## config.mk

```make
export PLATFORM = sky130hd
export DESIGN_NAME = pst_mlpwm
export DESIGN_NICKNAME = d
export VERILOG_FILES = /design/src/rtl/pst_pkg.sv /design/src/rtl/pst_carrier.sv /design/src/rtl/pst_arm_count.sv /design/src/rtl/pst_st_arm.sv /design/src/rtl/pst_mlpwm.sv
export SDC_FILE = /design/constraint.sdc
export NUM_CORES = 1
export LEC_CHECK = 0
export ABC_CLOCK_PERIOD_IN_PS = 11900
export BUFFER_PORTS_ARGS = -buffer_cell sky130_fd_sc_hd__buf_2
export CAP_MARGIN = 20
export CORE_MARGIN = 4
export CORE_UTILIZATION = 55
export CTS_BUF_LIST = sky130_fd_sc_hd__clkbuf_16
export DETAILED_ROUTE_END_ITERATION = 7
export PLACE_DENSITY = 0.75
export SLEW_MARGIN = 25
export SYNTH_ARGS = -nofsm -noshare
export SYNTH_HDL_FRONTEND = slang
export SYNTH_SLANG_ARGS = --single-unit
```

## constraint.sdc

```tcl
create_clock -name clk -period 11.9 [get_ports clk]
set_clock_uncertainty 0.05 [all_clocks]
set_input_delay 2.975 -clock clk [delete_from_list [all_inputs] [get_ports clk]]
set_output_delay 2.975 -clock clk [all_outputs]
set_load 0.05 [all_outputs]
```

## src/rtl/pst_pkg.sv

```systemverilog
package pst_pkg;

    localparam int DEF_CELLS = 4;
    localparam int DEF_REF_W = 12;
    localparam int DEF_CNT_W = 10;

    typedef enum logic {
        DIR_DN = 1'b0,
        DIR_UP = 1'b1
    } dir_e;

    function automatic int half_of(input int n);
        return n / 2;
    endfunction

    function automatic int ext_width(input int ref_w, input int cnt_w);
        return ((ref_w > cnt_w) ? ref_w : cnt_w) + 4;
    endfunction

endpackage

```

## src/rtl/pst_carrier.sv

```systemverilog
module pst_carrier
    import pst_pkg::*;
#(
    parameter int CNT_W = DEF_CNT_W
) (
    input  logic             clk,
    input  logic             rst,
    input  logic [CNT_W-1:0] half_per,
    output logic [CNT_W-1:0] cnt,
    output logic             peak
);

    dir_e dir_q;

    assign peak = (dir_q == DIR_UP) && (cnt >= half_per);

    always_ff @(posedge clk) begin
        if (rst) begin
            cnt   <= '0;
            dir_q <= DIR_UP;
        end else if (dir_q == DIR_UP) begin
            if (cnt >= half_per) begin
                dir_q <= DIR_DN;
                cnt   <= cnt - CNT_W'(1);
            end else begin
                cnt   <= cnt + CNT_W'(1);
            end
        end else begin
            if (cnt == '0) begin
                dir_q <= DIR_UP;
                cnt   <= CNT_W'(1);
            end else begin
                cnt   <= cnt - CNT_W'(1);
            end
        end
    end

endmodule

```

## src/rtl/pst_arm_count.sv

```systemverilog
module pst_arm_count
    import pst_pkg::*;
#(
    parameter int N     = DEF_CELLS,
    parameter int REF_W = DEF_REF_W,
    parameter int CNT_W = DEF_CNT_W,
    parameter int CW    = $clog2(N + 1)
) (
    input  logic signed [REF_W-1:0] ref_s,
    input  logic        [CNT_W-1:0] cnt,
    input  logic        [CNT_W-1:0] half_per,
    output logic        [CW-1:0]    raw
);

    localparam int EW = ext_width(REF_W, CNT_W);

    logic signed [EW-1:0] ref_x;
    logic signed [EW-1:0] cnt_x;
    logic signed [EW-1:0] h_x;
    logic        [N-1:0]  hit;

    assign ref_x = {{(EW-REF_W){ref_s[REF_W-1]}}, ref_s};
    assign cnt_x = {{(EW-CNT_W){1'b0}}, cnt};
    assign h_x   = {{(EW-CNT_W){1'b0}}, half_per};

    for (genvar k = 0; k < N; k++) begin : g_car
        localparam logic signed [EW-1:0] OFS = EW'(k - half_of(N));
        logic signed [EW-1:0] car;
        assign car    = cnt_x + OFS * h_x;
        assign hit[k] = ref_x > car;
    end

    always_comb begin
        raw = '0;
        for (int i = 0; i < N; i++) begin
            raw = raw + CW'(hit[i]);
        end
    end

endmodule

```

## src/rtl/pst_st_arm.sv

```systemverilog
module pst_st_arm
    import pst_pkg::*;
#(
    parameter int N     = DEF_CELLS,
    parameter int CNT_W = DEF_CNT_W,
    parameter int CW    = $clog2(N + 1)
) (
    input  logic             clk,
    input  logic             rst,
    input  logic [CW-1:0]    raw,
    input  logic [CNT_W-1:0] cnt,
    input  logic [CNT_W-1:0] st_mod,
    output logic [CW-1:0]    count_q,
    output logic             gate_q
);

    localparam logic [CW-1:0] HALF = CW'(half_of(N));

    logic grant;

    assign grant = (cnt > st_mod) && (raw >= HALF);

    always_ff @(posedge clk) begin
        if (rst) begin
            count_q <= '0;
            gate_q  <= 1'b0;
        end else begin
            gate_q  <= grant;
            count_q <= grant ? (raw - HALF) : raw;
        end
    end

endmodule

```

## src/rtl/pst_mlpwm.sv

```systemverilog
module pst_mlpwm
    import pst_pkg::*;
#(
    parameter int N     = DEF_CELLS,
    parameter int REF_W = DEF_REF_W,
    parameter int CNT_W = DEF_CNT_W,
    parameter int CW    = $clog2(N + 1)
) (
    input  logic                    clk,
    input  logic                    rst,
    input  logic        [CNT_W-1:0] half_per,
    input  logic signed [REF_W-1:0] ref_up,
    input  logic signed [REF_W-1:0] ref_lo,
    input  logic        [CNT_W-1:0] st_up,
    input  logic        [CNT_W-1:0] st_lo,
    output logic        [CW-1:0]    np,
    output logic        [CW-1:0]    nn,
    output logic                    su,
    output logic                    sn
);

    localparam logic signed [REF_W-1:0] REF_FLOOR = {1'b1, {(REF_W-1){1'b0}}};

    typedef struct packed {
        logic signed [REF_W-1:0] r_up;
        logic signed [REF_W-1:0] r_lo;
        logic        [CNT_W-1:0] s_up;
        logic        [CNT_W-1:0] s_lo;
    } hold_t;

    hold_t            hold_q;
    logic [CNT_W-1:0] car_cnt;
    logic             car_peak;
    logic [CW-1:0]    raw_up;
    logic [CW-1:0]    raw_lo;

    pst_carrier #(.CNT_W(CNT_W)) u_car (
        .clk      (clk),
        .rst      (rst),
        .half_per (half_per),
        .cnt      (car_cnt),
        .peak     (car_peak)
    );

    always_ff @(posedge clk) begin
        if (rst) begin
            hold_q.r_up <= REF_FLOOR;
            hold_q.r_lo <= REF_FLOOR;
            hold_q.s_up <= '1;
            hold_q.s_lo <= '1;
        end else if (car_peak) begin
            hold_q.r_up <= ref_up;
            hold_q.r_lo <= ref_lo;
            hold_q.s_up <= st_up;
            hold_q.s_lo <= st_lo;
        end
    end

    pst_arm_count #(.N(N), .REF_W(REF_W), .CNT_W(CNT_W), .CW(CW)) u_cnt_up (
        .ref_s    (hold_q.r_up),
        .cnt      (car_cnt),
        .half_per (half_per),
        .raw      (raw_up)
    );

    pst_arm_count #(.N(N), .REF_W(REF_W), .CNT_W(CNT_W), .CW(CW)) u_cnt_lo (
        .ref_s    (hold_q.r_lo),
        .cnt      (car_cnt),
        .half_per (half_per),
        .raw      (raw_lo)
    );

    pst_st_arm #(.N(N), .CNT_W(CNT_W), .CW(CW)) u_st_up (
        .clk     (clk),
        .rst     (rst),
        .raw     (raw_up),
        .cnt     (car_cnt),
        .st_mod  (hold_q.s_up),
        .count_q (np),
        .gate_q  (su)
    );

    pst_st_arm #(.N(N), .CNT_W(CNT_W), .CW(CW)) u_st_lo (
        .clk     (clk),
        .rst     (rst),
        .raw     (raw_lo),
        .cnt     (car_cnt),
        .st_mod  (hold_q.s_lo),
        .count_q (nn),
        .gate_q  (sn)
    );

endmodule

```

# After elaboration in Yosys (flattened, before gate mapping)
# Cells that the tools add are included.
dict set report word_totals {
  inputBits 56
  wordCells 50
  latchBits 0
  mem_count 0
  romBits 0
  ram_bits 0
  reg_bits 63
}
dict set report classes {
  n_shift 0
  div_mod_pow 0
  n_bitwise 0
  mul 0
  reduce_logical 4
  addsub 15
  muxes 8
  n_lt_le_gt_ge 13
  eq_ne 0
}
# cell n
set ops {}
lappend ops {{greater-than comparator 12 x 16 -> 1 bit} 4}
lappend ops {{adder 11 x 16 -> 16 bit} 2}
lappend ops {{two-way mux 10 bit} 3}
lappend ops {{greater-than comparator 12 x 11 -> 1 bit} 2}
lappend ops {{greater-than comparator 12 bit} 2}
lappend ops {{greater-than comparator 10 bit} 2}
lappend ops {{negation 10 -> 16 bit} 1}
lappend ops {{negation 10 -> 15 bit} 1}
lappend ops {{adder 3 x 1 -> 3 bit} 4}
lappend ops {{adder 10 x 10 -> 11 bit} 1}
lappend ops {{adder 10 x 1 -> 10 bit (second input constant)} 1}
lappend ops {{>= comparator 10 bit} 1}
lappend ops {{zero test 10 bit} 1}
lappend ops {{subtractor 10 x 1 -> 10 bit (second input constant)} 1}
lappend ops {{>= comparator 3 x 2 -> 1 bit (second input constant)} 2}
lappend ops {{two-way mux 3 bit} 2}
lappend ops {{subtractor 3 x 2 -> 3 bit (second input constant)} 2}
lappend ops {{adder 1 x 1 -> 2 bit} 2}
lappend ops {{logical AND 1 bit} 3}
lappend ops {{two-way mux 1 bit} 3}

# Longest topological paths before layout
# Gate-level depths: netlist (run 1).
dict set report depth {
  word_depth 9
  mapped_depth 29
  mapped_depth_nobuf 29
}

# Cells and area by module
# A second synthesis (run 1) with hierarchy kept.
dict set report unflattened {
  hier_cells 1094
  hier_area_um2 9112.5
}
# mod instances seq_area_each_um2 cells_per_inst area_per_inst_um2
set by_module_without_submodules {}
lappend by_module_without_submodules {{pst_arm_count (u_cnt_lo)} 1 0.0 372 2872.8}
lappend by_module_without_submodules {{pst_arm_count (u_cnt_up)} 1 0.0 359 2752.6}
lappend by_module_without_submodules {pst_mlpwm 1 880.8 144 1597.8}
lappend by_module_without_submodules {pst_carrier 1 220.2 117 1033.5}
lappend by_module_without_submodules {pst_st_arm 2 80.1 51 427.9}

# Least setup slack after synthesis (run 1)
# Ideal clock, no wire load.
dict set report synth_path {
  path_type {input to register}
  startpoint {in half_per[0]}
  endpoint {reg u_st_lo.count_q[2]}
  n_path_buf 0
  cell_stages 27
  t_required_ns 11.722
  setup_slack_ns 3.734
  setup_ns 0.128
  arrival_ns 7.988
  cell_sequence {or4_4 nor2_1 xnor2_1 ha_1 a21oi_1 o21ai_0 or3_1 o21ai_0 xor2_1 ha_1 and3_1 nand3_1 a21oi_1 o31ai_1 a21oi_1 a31oi_1 a21boi_0 ha_1 inv_1 fa_1 ha_1 nand2_1 o21ai_0 o211ai_1 a211oi_1 mux2i_1 nor2_1}
}
dict set report synth_via {
  elab_chain_len 9
  elab_cells_between_ends 15
  cone_classes {add/sub (9); order compare (4); mux (1); reduce/logical (1)}
}
# item line
set synth_lines {}
lappend synth_lines {{start, declared} pst_mlpwm.sv:11} ;# input logic [CNT_W-1:0] half_per,
lappend synth_lines {{negation 10 -> 15 bit (not written as such) / negation 10 -> 16 bit (equally long branches)} pst_arm_count.sv:29} ;# assign car = cnt_x + OFS * h_x;
lappend synth_lines {{adder 11 x 16 -> 16 bit} pst_arm_count.sv:29}
lappend synth_lines {{greater-than comparator 12 x 16 -> 1 bit} pst_arm_count.sv:30} ;# assign hit[k] = ref_x > car;
lappend synth_lines {{adder 1 x 1 -> 2 bit} pst_arm_count.sv:36} ;# raw = raw + CW'(hit[i]);
lappend synth_lines {{adder 3 x 1 -> 3 bit} pst_arm_count.sv:36}
lappend synth_lines {{adder 3 x 1 -> 3 bit *} pst_arm_count.sv:36}
lappend synth_lines {{>= comparator 3 x 2 -> 1 bit} pst_st_arm.sv:21} ;# assign grant = (cnt > st_mod) && (raw >= HALF);
lappend synth_lines {{logical AND 1 bit} pst_st_arm.sv:21}
lappend synth_lines {{two-way mux 3 bit *} pst_st_arm.sv:29} ;# count_q <= grant ? (raw - HALF) : raw;
lappend synth_lines {{end signal, assigned} pst_st_arm.sv:29}
lappend synth_lines {{end, declared} pst_st_arm.sv:13} ;# output logic [CW-1:0] count_q,
# Mark *: on every way between the ends. The rest lies on a longest branch, timed or not.
# A chain may end at the register's enable or synchronous reset.

# Final worst setup path (run 1)
# Ends and elaborated chain as after synthesis.

==> results of run 1 <==
==> final cells by class <==
type,count,area [um^2],share of cell area
sequential,63,1260,0.165
tap,168,210,0.0275
clock buffer,9,225,0.0294
timing repair buffer,67,345,0.0451
clock inverter,6,52.6,0.00686
inverter,67,251,0.0328
multi-input combinational,708,5310,0.694
==> cell families after synthesis <==
group,share of synthesized area
and+or+nand+nor,0.214
AOI/OAI and AO/OA,0.184
adders and majority gates,0.308
buffers and inverters,0.0498
DFF,0.182
xor gates and xnor gates,0.0568
muxes,0.00434
==> critical path: stages <==
cell and delay [ns]:
sky130_fd_sc_hd__buf_2 0.14, sky130_fd_sc_hd__or4_4 0.57, sky130_fd_sc_hd__nor2_1 0.17, sky130_fd_sc_hd__xnor2_1 0.17
sky130_fd_sc_hd__ha_1 0.30, sky130_fd_sc_hd__a21oi_1 0.14, sky130_fd_sc_hd__o21ai_0 0.19, sky130_fd_sc_hd__or3_1 0.35
sky130_fd_sc_hd__o21ai_0 0.10, sky130_fd_sc_hd__xor2_1 0.26, sky130_fd_sc_hd__ha_1 0.29, sky130_fd_sc_hd__and3_1 0.19
sky130_fd_sc_hd__nand3_1 0.10, sky130_fd_sc_hd__a21oi_1 0.05, sky130_fd_sc_hd__o31ai_1 0.24, sky130_fd_sc_hd__a21oi_1 0.10
sky130_fd_sc_hd__a31oi_1 0.16, sky130_fd_sc_hd__a21boi_0 0.13, sky130_fd_sc_hd__ha_1 0.33, sky130_fd_sc_hd__inv_1 0.06
sky130_fd_sc_hd__fa_1 0.42, sky130_fd_sc_hd__ha_1 0.34, sky130_fd_sc_hd__nand2_1 0.06, sky130_fd_sc_hd__o21ai_0 0.16
sky130_fd_sc_hd__o211ai_1 0.11, sky130_fd_sc_hd__a211oi_1 0.41, sky130_fd_sc_hd__mux2i_1 0.24, sky130_fd_sc_hd__nor2_1 0.05
==> layer usage <==
layer	vias to the layer above	routed length, um	global-route usage
li1	3186	-	-
met1	2832	7850	0.323
met2	201	8160	0.416
met3	44	1040	0.0349
met4	0	901	0.151
met5	-	0	0
==> cells in the final DEF (no fill, tap or decap), types with 12 or more instances in the layout <==
cell type                  synthesis  routed
sky130_fd_sc_hd__a21o_1           24      24
sky130_fd_sc_hd__a21oi_1          60      60
sky130_fd_sc_hd__buf_2             2      63
sky130_fd_sc_hd__dfxtp_1          63      63
sky130_fd_sc_hd__ha_1            160     160
sky130_fd_sc_hd__inv_1            67      67
sky130_fd_sc_hd__nand2_1         116     116
sky130_fd_sc_hd__nand2b_1         13      13
sky130_fd_sc_hd__nand3_1          14      14
sky130_fd_sc_hd__nand3b_1         24      24
sky130_fd_sc_hd__nand4_1          20      20
sky130_fd_sc_hd__nor2_1           52      51
sky130_fd_sc_hd__nor2b_1          18      18
sky130_fd_sc_hd__nor3_1           15      15
sky130_fd_sc_hd__o21a_1           24      24
sky130_fd_sc_hd__o21ai_0          31      31
sky130_fd_sc_hd__xnor2_1          31      31
sky130_fd_sc_hd__xor2_1           12      12
==> power groups by stage <==
| stage | clock network [mW] | registers (mW) | logic, mW |
|---|---|---|---|
| floorplan | 0 | 0.305 | 0.690 |
| global placement | 0 | 0.331 | 0.906 |
| detailed placement | 0 | 0.332 | 0.914 |
| CTS | 0.250 | 0.328 | 0.923 |
| global route | 0.259 | 0.337 | 1.06 |
| finish | 0.246 | 0.330 | 0.930 |
==> flip-flops by register name, indices dropped and copies added, names as in the netlist <==
name	flops
hold_q	44
u_car.cnt	10
u_st_lo.count_q	3
u_st_up.count_q	3
u_car.dir_q	1
u_st_lo.gate_q	1
u_st_up.gate_q	1
==> metrics by stage <==
stage                     total power [mW]  hold slack [ns]  setup WS [ns]  cells
after CTS                             1.50            0.407           3.25   1088
after floorplan                      0.996            0.386           3.73    862
after global routing                  1.66            0.420           2.61   1088
final                                 1.51            0.405           3.22   1088
after detailed placement              1.25            0.399           2.96   1073
after global placement                1.24            0.396           3.12   1073
==> final timing paths <==
check / startpoint / to / slack, ns / cells after the start
worst min-delay path: hold_q[20] / hold_q[20] / 0.40 / 2
worst max register to register: u_car.cnt[1] / u_st_lo.count_q[2] / 5.46 / 28
worst min register to register: hold_q[20] / hold_q[20] / 0.40 / 2
worst max-delay path: half_per[0] / u_st_lo.count_q[2] / 3.22 / 28
==> cell usage after synthesis (20+ instances only) <==
master                     count  share of area
sky130_fd_sc_hd__ha_1        160           0.29
sky130_fd_sc_hd__nand2_1     116          0.063
sky130_fd_sc_hd__inv_1        67          0.036
sky130_fd_sc_hd__dfxtp_1      63           0.18
sky130_fd_sc_hd__a21oi_1      60          0.043
sky130_fd_sc_hd__nor2_1       52          0.028
sky130_fd_sc_hd__o21ai_0      31          0.022
sky130_fd_sc_hd__xnor2_1      31          0.039
sky130_fd_sc_hd__a21o_1       24          0.026
sky130_fd_sc_hd__nand3b_1     24          0.026
sky130_fd_sc_hd__o21a_1       24          0.026
sky130_fd_sc_hd__clkbuf_1     21          0.011
sky130_fd_sc_hd__nand4_1      20          0.018
==> qor_table.md, run 1 <==
| Result | Value | Unit |
| --- | --- | --- |
| Max FO, Critical Path | 7 | - |
| Max-capacitance violation count | 0 | - |
| Detailed-route wire length | 17900 | um |
| Overflow left after global routing | 0 | - |
| Global-route wire length before repair | 29400 | um |
| Gp weighted congestion | 0.978 | - |
| Pin count of the biggest net entering global routing | 56 | - |
| Net count of the mapped netlist | 1083 | - |
| Library cells used by synthesis | 56 | - |
| Pwr/cell area | 197 | nW/um^2 |
| Clock share of power | 0.163 | - |
| Post-CTS Setup Inserts | 0 | - |
| Die area | 14400 | um^2 |
| Global-route usage over all layers | 0.256 | - |
| Number of placed I/O pins | 64 | - |
| Crit path required time | 12.04 | ns |
| Switching Share | 0.465 | - |
| Final layout net count | 1137 | - |
| Total of buffers placed on input and output ports | 63 | - |
| Avg Vias per Cell | 5.76 | - |
| Total clock sinks | 63 | - |
| Worst VDD drop | 0.000142 | V |
| Cell Area, Synth | 6910 | um^2 |
| Initial antenna violation count | 0 | - |
| Final period utilization | 0.730 | - |
| Via count | 6263 | - |
| Cell Rows | 40 | - |
| Number of fillers in the final layout | 1128 | - |
| Area of the core | 12200 | um^2 |
| Count of flip-flops with a built-in enable after synthesis | 0 | - |
| Run status | finished clean | - |
| Number of diodes | 0 | - |
| Total count of hold-check failures in the final report | 0 | - |
| Fraction of registers with async set or reset after synthesis | 0 | - |
| Width of the die | 120 | um |
| Static leakage | 3.99 | nW |
| Hold buffer count at CTS | 0 | - |
| Initial Utilization | 0.569 | - |
| Worst setup EP type | register | - |
| Sequential cell area fraction in the yosys report | 0.182 | - |
| Cell area after placement | 7380 | um^2 |
| Final HPWL DP | 14600 | um |
| Max clock buf depth | 2 | - |
| Unrepaired setup endpoints after global routing | false | - |
| Share of power burned in combinational logic | 0.617 | - |
| CTS Buf Count | 9 | - |
| Aggregate negative setup slack | 0 | ns |
| Number of levels in the clock H-tree | 3 | - |
| Post-layout min period | 8.68 | ns |
| Total net switching power | 0.701 | mW |
| Post-synthesis average cell area | 8.02 | um^2 |
| Final setup viols | 0 | - |
| Residual DRC | 0 | - |
| Main flop type after synthesis | sky130_fd_sc_hd__dfxtp_1 | - |
| Slew at the pin closest to its max-slew limit | 0.829 | ns |
| Category of the most critical setup path | primary input to register | - |
| Internal power summed over all cells | 0.805 | mW |
| Total of cells resized after clock tree synthesis | 0 | - |
| Pre-Repair DR Iteration Count | 5 | - |
| Final cell utilization of the core | 0.630 | - |
| Final antenna-violating net count | 0 | - |
| Number of pins exceeding their max-slew limit in the final report | 0 | - |
| Mapped Cells | 862 | - |
| Clock transition at the registers of the reported paths | 0.05 | ns |
| Die height | 120 | um |
| Post-route cell area | 7660 | um^2 |
| Achievable Freq | 0.115 | GHz |
| Wire per inst | 16.5 | um |
| TritonCTS clock tree | yes | - |
| Layout cells sized above 1 | 0.0978 | - |
| Detailed Route Iter0 Violations | 436 | - |
| Relative slew slack | 0.448 | - |
| Arrival time reported for the critical path endpoint | 8.82 | ns |
| Crit start category | primary input | - |
| Relative area change from synthesis to final layout | 10.7 | % |
| Vias in the first global route | 6037 | - |
| Root buffer selected by CTS | sky130_fd_sc_hd__clkbuf_16 | - |
| Synthesized flop and latch total | 63 | - |
| Relative contribution of sequential cells to total power | 0.219 | - |
| Yosys warning count | 0 | - |
| Path class of the lowest-slack min-delay path | register to register | - |
| Clk Latency, worst-skew pair | 0.33 | ns |
No activity file was read; power rests on OpenSTA's default activity.
==> run 2: changes to the inputs <==
--- a/config.mk
+++ b/config.mk
@@ -5,14 +5,14 @@
 export SDC_FILE = /design/constraint.sdc
 export NUM_CORES = 1
 export LEC_CHECK = 0
-export ABC_CLOCK_PERIOD_IN_PS = 11900
+export ABC_CLOCK_PERIOD_IN_PS = 7900
 export BUFFER_PORTS_ARGS = -buffer_cell sky130_fd_sc_hd__buf_2
 export CAP_MARGIN = 20
 export CORE_MARGIN = 4
 export CORE_UTILIZATION = 55
 export CTS_BUF_LIST = sky130_fd_sc_hd__clkbuf_16
 export DETAILED_ROUTE_END_ITERATION = 7
-export PLACE_DENSITY = 0.75
+export PLACE_DENSITY = 0.78
 export SLEW_MARGIN = 25
 export SYNTH_ARGS = -nofsm -noshare
 export SYNTH_HDL_FRONTEND = slang
==> constraint.sdc (replaced) <==
create_clock -name clk -period 7.9 [get_ports clk]
set_clock_uncertainty 0.05 [all_clocks]
set_input_delay 1.975 -clock clk [delete_from_list [all_inputs] [get_ports clk]]
set_output_delay 1.975 -clock clk [all_outputs]
set_load 0.05 [all_outputs]
==> run 2 against run 1 <==
Effect of this change: sequential share of layout area shrank 0.051 points; design area up 0.31%; wire length grew 0.90%; combinational power up 51%; cell count is essentially flat; count of clock-buffer cells in the layout stayed put; via count is 0.85% lower; utilization rose by 0.20 points; sequential power is 52% higher; die area unchanged; global-route usage fell by 0.059 points.
==> qor_table.md, run 2 (synthesized netlist as in run 1, its figures left out) <==
| Result | Value | Unit | vs previous |
| --- | --- | --- | --- |
| Setup slack after placement | -0.0580 | ns | -3.02 ns |
| Library cell appearing most often on the critical path | sky130_fd_sc_hd__ha_1 | - |  |
| Initial antenna violation count | 0 | - | unchanged |
| Relative area change from synthesis to final layout | 11.1 | % |  |
| Wire per inst | 16.6 | um | +0.81% |
| Detailed Route Iter0 Violations | 378 | - | -13% |
| Total count of hold-check failures in the final report | 0 | - | unchanged |
| Global-route wire length before repair | 29200 | um | -0.91% |
| Number of fillers in the final layout | 1117 | - | -0.98% |
| Number of placed I/O pins | 64 | - | unchanged |
| Detailed-route wire length | 18100 | um | +0.90% |
| Gp weighted congestion | 0.978 | - | about the same |
| Filler-free cell count of the finished design | 1089 | - | +0.092% |
| Largest Register | hold_q | - |  |
| Crit path required time | 8.04 | ns | -4.00 ns |
| Largest registers ranked by flip-flop count | hold_q: 44 flops, u_car.cnt: 10 flops | - |  |
| Max FO, Critical Path | 7 | - | unchanged |
| Initial Utilization | 0.569 | - | unchanged |
| Pin count of the biggest net entering global routing | 56 | - | unchanged |
| Clk Latency, worst-skew pair | 0.33 | ns | about the same |
| Total clock sinks | 63 | - | unchanged |
| Number of pins exceeding their max-slew limit in the final report | 0 | - | unchanged |
| Die area | 14400 | um^2 | unchanged |
| Root buffer selected by CTS | sky130_fd_sc_hd__clkbuf_16 | - |  |
| Path class of the lowest-slack min-delay path | register to register | - |  |
| Top cell family by delay on the critical path | compound AO/OA/AOI/OAI gates | - |  |
| Number of diodes | 0 | - | unchanged |
| Relative slew slack | 0.449 | - | +0.00118 |
| Max clock buf depth | 2 | - | unchanged |
| Width of the die | 120 | um | unchanged |
| Overall power of the completed layout | 2.29 | mW | +52% |
| Cell Rows | 40 | - | unchanged |
| Pwr/cell area | 298 | nW/um^2 | +51% |
| Global-route usage over all layers | 0.256 | - | -0.000594 |
| Commonest non-fill, non-tap cells in the layout | sky130_fd_sc_hd__ha_1, sky130_fd_sc_hd__nand2_1, sky130_fd_sc_hd__inv_1, sky130_fd_sc_hd__dfxtp_1, sky130_fd_sc_hd__buf_2 | - |  |
| PnR worst setup slack | 0.289 | ns | -2.93 ns |
| Worst VDD drop | 0.000245 | V | +72% |
| Post-layout min period | 7.61 | ns |  |
| Pre-Repair DR Iteration Count | 5 | - | unchanged |
| Crit start category | primary input | - |  |
| Overflow left after global routing | 0 | - | unchanged |
| Residual DRC | 0 | - | unchanged |
| Final antenna-violating net count | 0 | - | unchanged |
| Worst setup EP type | register | - |  |
| Achievable Freq | 0.131 | GHz |  |
| Clock transition at the registers of the reported paths | 0.05 | ns | about the same |
| Run status | finished clean | - |  |
| Via count | 6210 | - | -0.85% |
| Avg Vias per Cell | 5.70 | - | -0.94% |
| Most common library cell in the layout ignoring fill and taps | sky130_fd_sc_hd__ha_1 | - |  |
| Final setup viols | 0 | - | unchanged |
| Arrival time reported for the critical path endpoint | 7.75 | ns | -1.07 ns |
| Hold buffer count at CTS | 0 | - | unchanged |
| Number of levels in the clock H-tree | 3 | - | unchanged |
| Max-capacitance violation count | 0 | - | unchanged |
| Slew at the pin closest to its max-slew limit | 0.827 | ns | -0.00177 ns |
| Layout cells sized above 1 | 0.103 | - | +0.00532 |
| Final period utilization | 0.963 | - |  |
| Die height | 120 | um | unchanged |
| Final cell utilization of the core | 0.632 | - | +0.00195 |
| Static leakage | 3.99 | nW | about the same |
| Largest incremental delay on the critical path | 0.57 | ns | about the same |
| CTS Buf Count | 9 | - | unchanged |
| Buffers and inverters on the worst path | 2 | - | unchanged |
| Vias in the first global route | 5971 | - | -1.1% |
| Standard cell with the maximum stage delay on the critical path | sky130_fd_sc_hd__or4_4 | - |  |
| # placed instances | 1072 | - | -0.093% |
| Number of flip-flops under the largest register name | 44 | - | unchanged |
| Total of buffers placed on input and output ports | 63 | - | unchanged |
| Final HPWL DP | 14600 | um | +0.51% |
| Area of the core | 12200 | um^2 | unchanged |
| TritonCTS clock tree | yes | - |  |
| Final layout net count | 1137 | - | unchanged |
| Category of the most critical setup path | primary input to register | - |  |
## run 2: worst min-delay path: stages (launching register included)
cell and delay (ns):
sky130_fd_sc_hd__dfxtp_1 0.32, sky130_fd_sc_hd__nand2_1 0.05, sky130_fd_sc_hd__nand3b_1 0.06
## run 2: report_power, final
part	internal [mW]	switching (mW)
registers	0.383	0.121
clock network	0.241	0.140
logic	0.598	0.806
total	1.22	1.07
## run 2: timing repair
action | CTS | global route
setup endpoints to repair | 0 | 2
gates resized for setup | 0 | 3
buffers inserted | 0 | 1
## run 2: layout make-up
type	instances	area, um^2	share of cell area
tap	168	210	0.0274
multi-input combinational	708	5320	0.693
timing repair buffer	67	345	0.0450
inverter	67	251	0.0327
clock buffer	9	225	0.0293
clock inverter	7	63.8	0.00831
sequential	63	1260	0.164
## run 2: final timing paths
kind	startpoint	endpoint	slack [ns]	cells after the start
hold reg to reg	hold_q[13]	hold_q[13]	0.42	2
hold / removal	hold_q[13]	hold_q[13]	0.42	2
setup reg to reg	u_car.cnt[1]	u_st_lo.count_q[2]	1.63	28
setup / recovery	half_per[0]	u_st_lo.count_q[2]	0.29	28
## run 2: layer usage
| layer | track usage | part of all wire | wire length, um | up-vias |
|---|---|---|---|---|
| met1 | 0.324 | 0.44 | 7920 | 2815 |
| met3 | 0.0457 | 0.059 | 1070 | 37 |
| met2 | 0.433 | 0.48 | 8640 | 186 |
| li1 | - | - | - | 3172 |
| met5 | 0 | 0 | 0 | - |
| met4 | 0.0931 | 0.027 | 480 | 0 |
## run 2: metrics by stage
step	hold slack (ns)	cell area [um^2]	TNS (ns)
floorplan	0.386	6910	0
global placement	0.396	7370	0
detailed placement	0.400	7370	-0.0580
CTS	0.407	7660	0
global route	0.429	7680	-0.0693
finish	0.418	7680	0
==> run 3: changes to the inputs <==
--- a/config.mk
+++ b/config.mk
@@ -12,7 +12,7 @@
 export CORE_UTILIZATION = 55
 export CTS_BUF_LIST = sky130_fd_sc_hd__clkbuf_16
 export DETAILED_ROUTE_END_ITERATION = 7
-export PLACE_DENSITY = 0.78
+export PLACE_DENSITY_LB_ADDON = 0.05
 export SLEW_MARGIN = 25
 export SYNTH_ARGS = -nofsm -noshare
 export SYNTH_HDL_FRONTEND = slang
==> run 3 against run 2 <==
Effect of this change: cell count barely moved; critical path depth up 1; non-clock buffer count rose by 1; fmax increased by 2.2%; first-iteration DRC count decreased by 9.3%; critical endpoint unchanged; flip-flop and latch count did not move; combinational power hardly changed.
==> qor_table.md, run 3 (synthesized netlist as in run 1, its figures left out) <==
| Result | Value | Unit | vs previous |
| --- | --- | --- | --- |
| Category of the most critical setup path | primary input to register | - |  |
| Max-capacitance violation count | 0 | - | unchanged |
| Hold wc startpoint | hold_q[32] | - |  |
| Die height | 120 | um | unchanged |
| Global-route wire length before repair | 31400 | um | +7.7% |
| Total of buffers placed on input and output ports | 63 | - | unchanged |
| Number of flip-flops under the largest register name | 44 | - | unchanged |
| Gp weighted congestion | 0.957 | - | -2.1% |
| Standard cell with the maximum stage delay on the critical path | sky130_fd_sc_hd__or4_4 | - |  |
| Number of levels in the clock H-tree | 3 | - | unchanged |
| Residual DRC | 0 | - | unchanged |
| Worst reg2reg startpoint | u_car.cnt[1] | - |  |
| Hold path cells | 2 | - | unchanged |
| Clock transition at the registers of the reported paths | 0.05 | ns | about the same |
| Pwr/cell area | 303 | nW/um^2 | +1.7% |
| Crit start category | primary input | - |  |
| Internal power summed over all cells | 1.25 | mW | +2.5% |
| Final HPWL DP | 15600 | um | +6.6% |
| Via count | 6475 | - | +4.3% |
| Most common library cell in the layout ignoring fill and taps | sky130_fd_sc_hd__ha_1 | - |  |
| Aggregate negative setup slack | 0 | ns | unchanged |
| Largest Register | hold_q | - |  |
| Initial antenna violation count | 0 | - | unchanged |
| Post-route cell area | 7710 | um^2 | +0.34% |
| Run status | finished clean | - |  |
| Final setup viols | 0 | - | unchanged |
| Final antenna-violating net count | 0 | - | unchanged |
| Total count of hold-check failures in the final report | 0 | - | unchanged |
| R2r endpoint | u_st_lo.count_q[2] | - |  |
| Worst reg2reg setup slack | 1.70 | ns | +0.07 ns |
| Vias in the first global route | 6446 | - | +8.0% |
| Global-route usage over all layers | 0.276 | - | +0.0206 |
| Static leakage | 4.01 | nW | +0.32% |
| Total net switching power | 1.08 | mW | +1.7% |
| Crit path required time | 8.03 | ns | about the same |
| Total clock sinks | 63 | - | unchanged |
| Pre-Repair DR Iteration Count | 6 | - | +1 |
| Root buffer selected by CTS | sky130_fd_sc_hd__clkbuf_16 | - |  |
| Worst setup EP type | register | - |  |
| Slew at the pin closest to its max-slew limit | 0.848 | ns | +0.0211 ns |
| Overflow left after global routing | 0 | - | unchanged |
| Number of fillers in the final layout | 1146 | - | +2.6% |
| Switching Share | 0.464 | - | -0.00198 |
| Hold buffer count at CTS | 0 | - | unchanged |
| CTS Buf Count | 9 | - | unchanged |
| Layout cells sized above 1 | 0.102 | - | -0.00120 |
| Achievable Freq | 0.134 | GHz | +2.2% |
| Final layout net count | 1138 | - | +0.088% |
| Relative slew slack | 0.435 | - | -0.0140 |
| Relative contribution of sequential cells to total power | 0.218 | - | -0.002 |
| Cell count of the worst reg-to-reg path | 29 | - | +3.6% |
| Largest registers ranked by flip-flop count | hold_q: 44 flops, u_car.cnt: 10 flops | - |  |
| Clk Latency, worst-skew pair | 0.33 | ns | about the same |
| Max clock buf depth | 2 | - | unchanged |
| Path class of the lowest-slack min-delay path | register to register | - |  |
| Share of power burned in combinational logic | 0.604 | - | -0.010 |
| Number of placed I/O pins | 64 | - | unchanged |
| Wire per inst | 18.0 | um | +8.0% |
| Worst min-delay path endpoint | hold_q[32] | - |  |
| Clock share of power | 0.178 | - | +0.012 |
| Cell area after placement | 7380 | um^2 | +0.10% |
| Arrival time reported for the critical path endpoint | 7.58 | ns | -0.17 ns |
| Commonest non-fill, non-tap cells in the layout | sky130_fd_sc_hd__ha_1, sky130_fd_sc_hd__nand2_1, sky130_fd_sc_hd__inv_1, sky130_fd_sc_hd__dfxtp_1, sky130_fd_sc_hd__buf_2 | - |  |
| Unrepaired setup endpoints after global routing | false | - |  |
| Width of the die | 120 | um | unchanged |
| Largest incremental delay on the critical path | 0.58 | ns | about the same |
| Detailed Route Iter0 Violations | 343 | - | -9.3% |
| Post-layout min period | 7.45 | ns | -0.162 ns |
| Relative area change from synthesis to final layout | 11.5 | % |  |
| Number of diodes | 0 | - | unchanged |
| Avg Vias per Cell | 5.94 | - | +4.2% |
| Die area | 14400 | um^2 | unchanged |
| TritonCTS clock tree | yes | - |  |
| Max FO, Critical Path | 7 | - | unchanged |
| Final period utilization | 0.943 | - | -0.0205 |
| Number of pins exceeding their max-slew limit in the final report | 0 | - | unchanged |
| Cell Rows | 40 | - | unchanged |
| Area of the core | 12200 | um^2 | unchanged |
| Detailed-route wire length | 19600 | um | +8.1% |
| Initial Utilization | 0.569 | - | unchanged |
| Pin count of the biggest net entering global routing | 56 | - | unchanged |
| Library cell appearing most often on the critical path | sky130_fd_sc_hd__ha_1 | - |  |
| Final cell utilization of the core | 0.634 | - | +0.00216 |
| Worst VDD drop | 0.000226 | V | -7.6% |
-- run 3: cell types whose count changed in the layout (fill, tap and decap cells not counted), sizes merged --
cell	delta
clkinv	-1
bufinv	+1
buf	+1
-- run 3: metrics by stage --
| step | hold slack, ns | setup slack, ns | power (mW) | cells |
|---|---|---|---|---|
| after detailed placement | 0.399 | 0.00238 | 1.90 | 1073 |
| after global routing | 0.432 | 0.0100 | 2.56 | 1090 |
| after CTS | 0.407 | 0.352 | 2.33 | 1089 |
| final | 0.409 | 0.451 | 2.34 | 1090 |
| after global placement | 0.398 | 0.202 | 1.84 | 1073 |
| after floorplan | 0.386 | 0.734 | 1.50 | 862 |
-- run 3: final cells by class --
| class | count | area [um^2] | share of cell area |
|---|---|---|---|
| Multi-Input combinational cell | 708 | 5320 | 0.690 |
| Timing Repair Buffer | 68 | 353 | 0.0458 |
| Clock buffer | 9 | 225 | 0.0292 |
| Sequential cell | 63 | 1260 | 0.164 |
| Tap cell | 168 | 210 | 0.0273 |
| Clock inverter | 7 | 87.6 | 0.0114 |
| Inverter | 67 | 251 | 0.0326 |
-- run 3: how the worst max path moves through the flow --
stage | slack (ns) | endpoint | start
after floorplan | 0.73 | u_st_lo.count_q[2] | half_per[0]
after global placement | 0.20 | u_st_lo.count_q[2] | half_per[0]
after detailed placement | 0.002 | u_st_lo.count_q[2] | half_per[0]
after CTS | 0.35 | u_st_lo.count_q[2] | half_per[0]
after global routing | 0.01 | u_st_lo.count_q[2] | half_per[0]
final | 0.45 | u_st_lo.count_q[2] | half_per[0]
-- run 3: what timing repair did --
| item | CTS | global route |
|---|---|---|
| setup endpoints to repair | 0 | 3 |
| resized for setup | 0 | 3 |
| buffers inserted | 0 | 1 |
| endpoints found under the hold margin | 0 | 0 |
-- run 3: critical path, delay by kind of cell --
kind                     cells  cell delay [ns]
buffers and inverters        3             0.37
AO/OA/AOI/OAI               11             1.47
XOR/XNOR                     2             0.46
adder cells (fa/ha/maj)      5             1.69
AND/OR/NAND/NOR              7             1.45
multiplexers                 1             0.17
-- run 3: per-layer routing --
| layer | track usage | vias to the layer above | wire length (um) |
|---|---|---|---|
| li1 | - | 3185 | - |
| met1 | 0.329 | 3046 | 8300 |
| met2 | 0.475 | 184 | 9350 |
| met3 | 0.0467 | 60 | 908 |
| met4 | 0.144 | 0 | 1010 |
| met5 | 0 | - | 0 |
-- run 3: power by group through the flow --
stage | Combinational [mW] | Clock (mW) | Sequential (mW)
after floorplan | 1.04 | 0 | 0.460
after CTS | 1.40 | 0.422 | 0.507
final | 1.41 | 0.415 | 0.509
after global routing | 1.61 | 0.435 | 0.519
after global placement | 1.33 | 0 | 0.510
after detailed placement | 1.39 | 0 | 0.513
